File: src/rtl/csd_pkg.sv
package csd_pkg;

  typedef enum logic [1:0] {
    SRC_ALT0 = 2'b00,
    SRC_MAIN = 2'b01,
    SRC_SUB  = 2'b10,
    SRC_ALT3 = 2'b11
  } clk_src_e;

  localparam int unsigned NUM_MON  = 2;
  localparam int unsigned MON_MAIN = 0;
  localparam int unsigned MON_SUB  = 1;

  function automatic clk_src_e mon_src(input int unsigned idx);
    return (idx == MON_MAIN) ? SRC_MAIN : SRC_SUB;
  endfunction

  function automatic logic src_hits(input logic [1:0] sel, input clk_src_e want);
    return (sel == want);
  endfunction

endpackage

File: src/rtl/csd_prescaler.sv
module csd_prescaler #(
  parameter int unsigned SLOW_DIV = 128,
  parameter int unsigned FAST_DIV = 8
) (
  input  logic clk,
  input  logic rst_n,
  input  logic short_sel,
  output logic tick
);
  localparam int unsigned SW = $clog2(SLOW_DIV);
  localparam int unsigned FW = $clog2(FAST_DIV);

  logic [SW-1:0] cnt_q;
  logic          slow_tick;
  logic          fast_tick;

  always_ff @(posedge clk or negedge rst_n) begin
    if (!rst_n) cnt_q <= '0;
    else        cnt_q <= cnt_q + 1'b1;
  end

  assign slow_tick = (cnt_q == {SW{1'b1}});
  assign fast_tick = (cnt_q[FW-1:0] == {FW{1'b1}});

  always_comb begin
    tick = short_sel ? fast_tick : slow_tick;
  end

  assert_fast_ticks_dense_R3: assert property (@(posedge clk) disable iff (!rst_n)
    slow_tick |-> fast_tick);

endmodule

File: src/rtl/csd_sync_edge.sv
module csd_sync_edge #(
  parameter int unsigned STAGES = 2
) (
  input  logic clk,
  input  logic rst_n,
  input  logic async_in,
  output logic rise
);
  logic [STAGES:0] sr_q;

  always_ff @(posedge clk or negedge rst_n) begin
    if (!rst_n) sr_q <= '0;
    else        sr_q <= {sr_q[STAGES-1:0], async_in};
  end

  assign rise = sr_q[STAGES-1] & ~sr_q[STAGES];

  assert_rise_single_R4: assert property (@(posedge clk) disable iff (!rst_n)
    rise |=> !rise);

endmodule

File: src/rtl/csd_window_mon.sv
module csd_window_mon #(
  parameter int unsigned TRIP_TICKS = 4
) (
  input  logic clk,
  input  logic rst_n,
  input  logic active,
  input  logic rise,
  input  logic tick,
  input  logic rd,
  input  logic in_use,
  output logic flag_o,
  output logic req_o
);
  localparam int unsigned TW = $clog2(TRIP_TICKS + 1);
  localparam logic [TW-1:0] LAST = TW'(TRIP_TICKS - 1);

  logic [TW-1:0] tcnt_q;
  logic          flag_q;
  logic          req_q;
  logic          detect;

  assign detect = active && !rise && tick && (tcnt_q == LAST);

  always_ff @(posedge clk or negedge rst_n) begin
    if (!rst_n) begin
      tcnt_q <= '0;
    end else if (!active || rise) begin
      tcnt_q <= '0;
    end else if (tick) begin
      tcnt_q <= (tcnt_q == LAST) ? '0 : tcnt_q + 1'b1;
    end
  end

  always_ff @(posedge clk or negedge rst_n) begin
    if (!rst_n) begin
      flag_q <= 1'b0;
      req_q  <= 1'b0;
    end else begin
      req_q <= detect && !flag_q && in_use;
      if (detect)  flag_q <= 1'b1;
      else if (rd) flag_q <= 1'b0;
    end
  end

  assign flag_o = flag_q;
  assign req_o  = req_q;

  assert_idle_hold_R5: assert property (@(posedge clk) disable iff (!rst_n)
    !active |=> (tcnt_q == '0));
  assert_no_set_idle_R5: assert property (@(posedge clk) disable iff (!rst_n)
    (!active && !flag_q) |=> !flag_q);
  assert_edge_restart_R4: assert property (@(posedge clk) disable iff (!rst_n)
    (active && rise) |=> (tcnt_q == '0));
  assert_read_clears_R7: assert property (@(posedge clk) disable iff (!rst_n)
    (rd && !active) |=> !flag_q);
  assert_set_beats_clear_R7: assert property (@(posedge clk) disable iff (!rst_n)
    (detect && rd) |=> flag_q);
  assert_req_with_flag_R8: assert property (@(posedge clk) disable iff (!rst_n)
    req_q |-> (flag_q && $past(in_use)));
  assert_req_single_R9: assert property (@(posedge clk) disable iff (!rst_n)
    req_q |=> !req_q);

endmodule

File: src/rtl/clk_stop_monitor.sv
module clk_stop_monitor #(
  parameter int unsigned SLOW_DIV    = 128,
  parameter int unsigned FAST_DIV    = 8,
  parameter int unsigned TRIP_TICKS  = 4,
  parameter int unsigned SYNC_STAGES = 2
) (
  input  logic       rc_clk,
  input  logic       rst_n,
  input  logic       rc_running_i,
  input  logic       main_clk_i,
  input  logic       sub_clk_i,
  input  logic       main_en_i,
  input  logic       main_mon_i,
  input  logic       sub_en_i,
  input  logic       sub_mon_i,
  input  logic       win_short_i,
  input  logic [1:0] sys_src_a_i,
  input  logic [1:0] sys_src_b_i,
  input  logic [1:0] wdt_src_i,
  input  logic       stat_rd_i,
  output logic       main_missing_o,
  output logic       sub_missing_o,
  output logic       fail_rst_req_o
);
  import csd_pkg::*;

  logic                tick;
  logic [NUM_MON-1:0]  obs;
  logic [NUM_MON-1:0]  qual;
  logic [NUM_MON-1:0]  active;
  logic [NUM_MON-1:0]  rise;
  logic [NUM_MON-1:0]  in_use;
  logic [NUM_MON-1:0]  flag;
  logic [NUM_MON-1:0]  req;

  assign obs  = {sub_clk_i, main_clk_i};
  assign qual = {sub_en_i | sub_mon_i, main_en_i | main_mon_i};

  csd_prescaler #(.SLOW_DIV(SLOW_DIV), .FAST_DIV(FAST_DIV)) u_presc (
    .clk(rc_clk), .rst_n(rst_n), .short_sel(win_short_i), .tick(tick)
  );

  for (genvar g = 0; g < NUM_MON; g++) begin : g_mon
    assign active[g] = rc_running_i & qual[g];
    assign in_use[g] = src_hits(sys_src_a_i, mon_src(g)) |
                       src_hits(sys_src_b_i, mon_src(g)) |
                       src_hits(wdt_src_i,   mon_src(g));

    csd_sync_edge #(.STAGES(SYNC_STAGES)) u_sync (
      .clk(rc_clk), .rst_n(rst_n), .async_in(obs[g]), .rise(rise[g])
    );

    csd_window_mon #(.TRIP_TICKS(TRIP_TICKS)) u_win (
      .clk(rc_clk), .rst_n(rst_n), .active(active[g]), .rise(rise[g]),
      .tick(tick), .rd(stat_rd_i), .in_use(in_use[g]),
      .flag_o(flag[g]), .req_o(req[g])
    );
  end

  assign main_missing_o = flag[MON_MAIN];
  assign sub_missing_o  = flag[MON_SUB];
  assign fail_rst_req_o = |req;

  assert_reset_quiet_R1: assert property (@(posedge rc_clk) disable iff (!rst_n)
    $rose(rst_n) |-> (!main_missing_o && !sub_missing_o && !fail_rst_req_o));
  assert_req_needs_flag_R8: assert property (@(posedge rc_clk) disable iff (!rst_n)
    fail_rst_req_o |-> (main_missing_o || sub_missing_o));

endmodule

File: config.mk
export PLATFORM = sky130hd
export DESIGN_NAME = clk_stop_monitor
export DESIGN_NICKNAME = d
export VERILOG_FILES = /design/src/rtl/csd_pkg.sv /design/src/rtl/csd_prescaler.sv /design/src/rtl/csd_sync_edge.sv /design/src/rtl/csd_window_mon.sv /design/src/rtl/clk_stop_monitor.sv
export SDC_FILE = /design/constraint.sdc
export NUM_CORES = 1
export LEC_CHECK = 0
export BUFFER_PORTS_ARGS = -buffer_cell sky130_fd_sc_hd__buf_4
export CORE_ASPECT_RATIO = 2
export CORE_MARGIN = 4
export CORE_UTILIZATION = 30
export DETAILED_ROUTE_END_ITERATION = 6
export HOLD_SLACK_MARGIN = 0.03
export SLEW_MARGIN = 10
export SYNTH_ARGS = -nofsm -noshare
export SYNTH_HDL_FRONTEND = slang
export SYNTH_SLANG_ARGS = --single-unit
File: constraint.sdc
create_clock -name rc_clk -period 1.5 [get_ports rc_clk]
set_clock_uncertainty 0.15 [all_clocks]
set_input_delay 0 -clock rc_clk [delete_from_list [all_inputs] [get_ports rc_clk]]
set_output_delay 0 -clock rc_clk [all_outputs]
set_load 0.01 [all_outputs]
==> metrics.txt <==
DP Wirelength=around 1600 um; crit path max-delay cell type=dfrtp_1; CP peak stage delay=approximately 0.42 ns; Post-Synth Simple-Gate Area=0.196; row count=29; # IOs=20; vias in the first global route=831; Post-synth EDFFs=0; FF+latch count, synth=23; post-synthesis sequential area ratio=0.583; fmax=648 MHz; CP endpoint kind=flip-flop; pin count of the biggest net entering global routing=24; Place WS=-0.0658 ns; H-tree depth=1; Clock Pin Slew Worst Setup and Hold Paths=0.08 ns; Skew-Pair Late Insertion Delay=0.26 ns; XOR/XNOR share of the synthesized area=0.0355; first-pass GRT wire length=between 3000 and 4000 um; max-slew violation count=0; Pleak=0.000678 uW; Post-synth top flop=dfrtp_1; max-cap viol count=0; Multi-input gate area=454 um^2; Min Clock Period, post-route=~1.5 ns; Initial Util=0.313; largest family of logic cells by synthesized area=simple AND/OR/NAND/NOR gates; # diodes=0; clock sink count=23; top post-synthesis cells by area=dfrtp_1, ha_1, nand3_1; RSZ-0062 raised after global routing=yes; Worst Hold Class=input port to flip-flop; post-synthesis mux area share=0.0406; mapped cell area=just under 1000 um^2; Worst Path Required=1.54 ns; Syn Area/Cell=~12 um^2; Core ar.=around 3200 um^2; Die Y=89.1 um; Startpoint Class=flip-flop; final hold vios=0; critical path cell sequence=ha_4 -> ha_4 -> nand2_2 -> o21a_1 -> buf_6 -> mux2i_1; cell taking the most area after synthesis=dfrtp_1; clock buffer depth=2; Area Growth Syn to Fin=43.3%; Final nets=between 100 and 150; setup violators final=4; Slew HR=0.680; # fillers=299; synth unique cells=23; Die Area=4330 um^2; Overflow after GRT=0; critical path class=flip-flop to flip-flop; share of cells above drive strength 1=0.317; ys async rst share=1.00; Reg area=576 um^2; number of CTS-inserted buffers=3; initial antenna violation count=0; Tot GR Track Use=0.111; Worst-Margin Slew=0.475 ns; VDD IR max=0.598 mV; 1st-iter DRT viols=21; top-area cell type share of the netlist area=0.583; pwr/cell area=about 790 nW/um^2; failing checks=setup timing; GP Congestion=0.701; post-DR vias/cell=roughly 5; setup TNS=-0.101 ns; Die X=roughly 49 um; CTS root buf=clkbuf_8; Post-Synthesis Cells=82; PnR worst setup slack=-0.0437 ns; Antenna Violating Nets Remaining=0; CP most frequent cell=ha_4; YS warnings=0; drc violations=0; outcome=finished, violations left; via count=762; WP data arrival=about 1.6 ns; CP Max Fanout=8; post-synthesis compound-gate area fraction=0.0710; WHS=0.100 ns; Post-Synth Adder-Cell Area=0.0507; Reg2Reg Setup Slack=-0.04 ns; First-pass DRT Iterations=4; drt total wl=2160 um; CTS tree=done; Wirelength per Cell=14.3 um; syn nets=103; PortBufs=19; fin crit share=1.03
## per-layer routing
layer / wire (um) / share of wire / up-vias / GRT usage
met1: 731 / 0.34 / 369 / 0.101
met5: 0 / 0 / - / 0
met2: 1300 / 0.60 / 20 / 0.218
li1: - / - / 368 / -
met3: 76 / 0.035 / 5 / 0.0234
met4: 55 / 0.025 / 0 / 0.0662
## cell usage after synthesis, types with 2 or more instances
library cell / instances
nand3_1: 9
ha_1: 4
nor2b_1: 6
o32ai_1: 2
nand2b_1: 4
a21oi_1: 2
xnor2_1: 3
o31ai_1: 2
nand2_1: 4
o21a_1: 3
nor4_1: 2
nand4b_1: 3
mux2i_1: 4
dfrtp_1: 23
inv_1: 3
## through the flow
stage / power (uW) / instance area [um^2] / cells / utilization
2_1_floorplan: 670 / 987 / 82 / -
3_3_place_gp: 720 / 1190 / 136 / 0.379
3_5_place_dp: 724 / 1190 / 136 / 0.379
4_1_cts: 1130 / 1360 / 150 / 0.431
5_1_grt: 1170 / 1420 / 151 / 0.448
6_report: 1110 / 1420 / 151 / 0.448
## state kept, by name (all words and copies together) (netlist names)
signal,count
u_presc.cnt_q,7
g_mon.u_win.tcnt_q,6
g_mon.u_sync.sr_q,6
g_mon.u_win.flag_o,2
g_mon.u_win.req_o,2
## layout make-up
class / count / area share
Clock buffer: 3 / 0.0292
Clock inverter: 1 / 0.00354
Inverter: 3 / 0.00796
Multi-Input combinational cell: 55 / 0.321
Sequential cell: 23 / 0.407
Tap cell: 31 / 0.0274
Timing Repair Buffer: 35 / 0.204
## critical path: cells and delay by family (launching register included)
| kind | cells | cell delay [ns] |
|---|---|---|
| mux | 1 | 0.21 |
| flops | 1 | 0.42 |
| simple gates | 1 | 0.06 |
| compound gates | 1 | 0.13 |
| fa+ha+maj | 2 | 0.34 |
| buf+inv | 1 | 0.16 |
## worst paths after layout
path,start,end,depth (start not counted)
worst min-delay path,sub_en_i,g_mon[1].u_win.tcnt_q[2]$_DFFE_PN0P_,4
worst max-delay path,u_presc.cnt_q[1]$_DFF_PN0_,g_mon[0].u_win.tcnt_q[0]$_DFFE_PN0P_,6
min in group asynchronous,rst_n,u_presc.cnt_q[5]$_DFF_PN0_,3
worst min register to register,g_mon[1].u_sync.sr_q[0]$_DFF_PN0_,g_mon[1].u_sync.sr_q[1]$_DFF_PN0_,0
worst max register to register,u_presc.cnt_q[1]$_DFF_PN0_,g_mon[0].u_win.tcnt_q[0]$_DFFE_PN0P_,6
max in group asynchronous,rst_n,g_mon[1].u_win.tcnt_q[0]$_DFFE_PN0P_,3
## timing repair
action,in CTS,in global routing
gates cloned,0,0
hold buffers,9,0
pin swaps,1,4
endpoints found under the hold margin,30,0
endpoints found under the setup margin,8,9
resized for setup,5,6
buffers inserted,1,1
## layout by cell type (no fill, tap or decap), drive strengths merged, types with 2 or more instances in the layout
master and instances:
a21oi 2, buf 26, clkbuf 3, dfrtp 23, dlygate4sd3 9, ha 4, inv 3, mux2i 4
nand2 4, nand2b 4, nand3 10, nand4b 3, nor2b 6, nor4 2, o21a 3, o31ai 2
o32ai 2, xnor2 3
## kinds of logic after synthesis
kind of cell,Yosys count
xor gates and xnor gates,4
muxes,4
and+or+nand+nor,33
DFF,23
adders and majority gates,4
AOI/OAI and AO/OA,10
buffers and inverters,4
## power by group
part           switching, uW  internal, uW  leakage, uW
Clock                    194           185    0.0000255
Sequential              3.62           629     0.000293
Combinational           47.0          56.1     0.000360
Power figures use the tool's default switching activity.
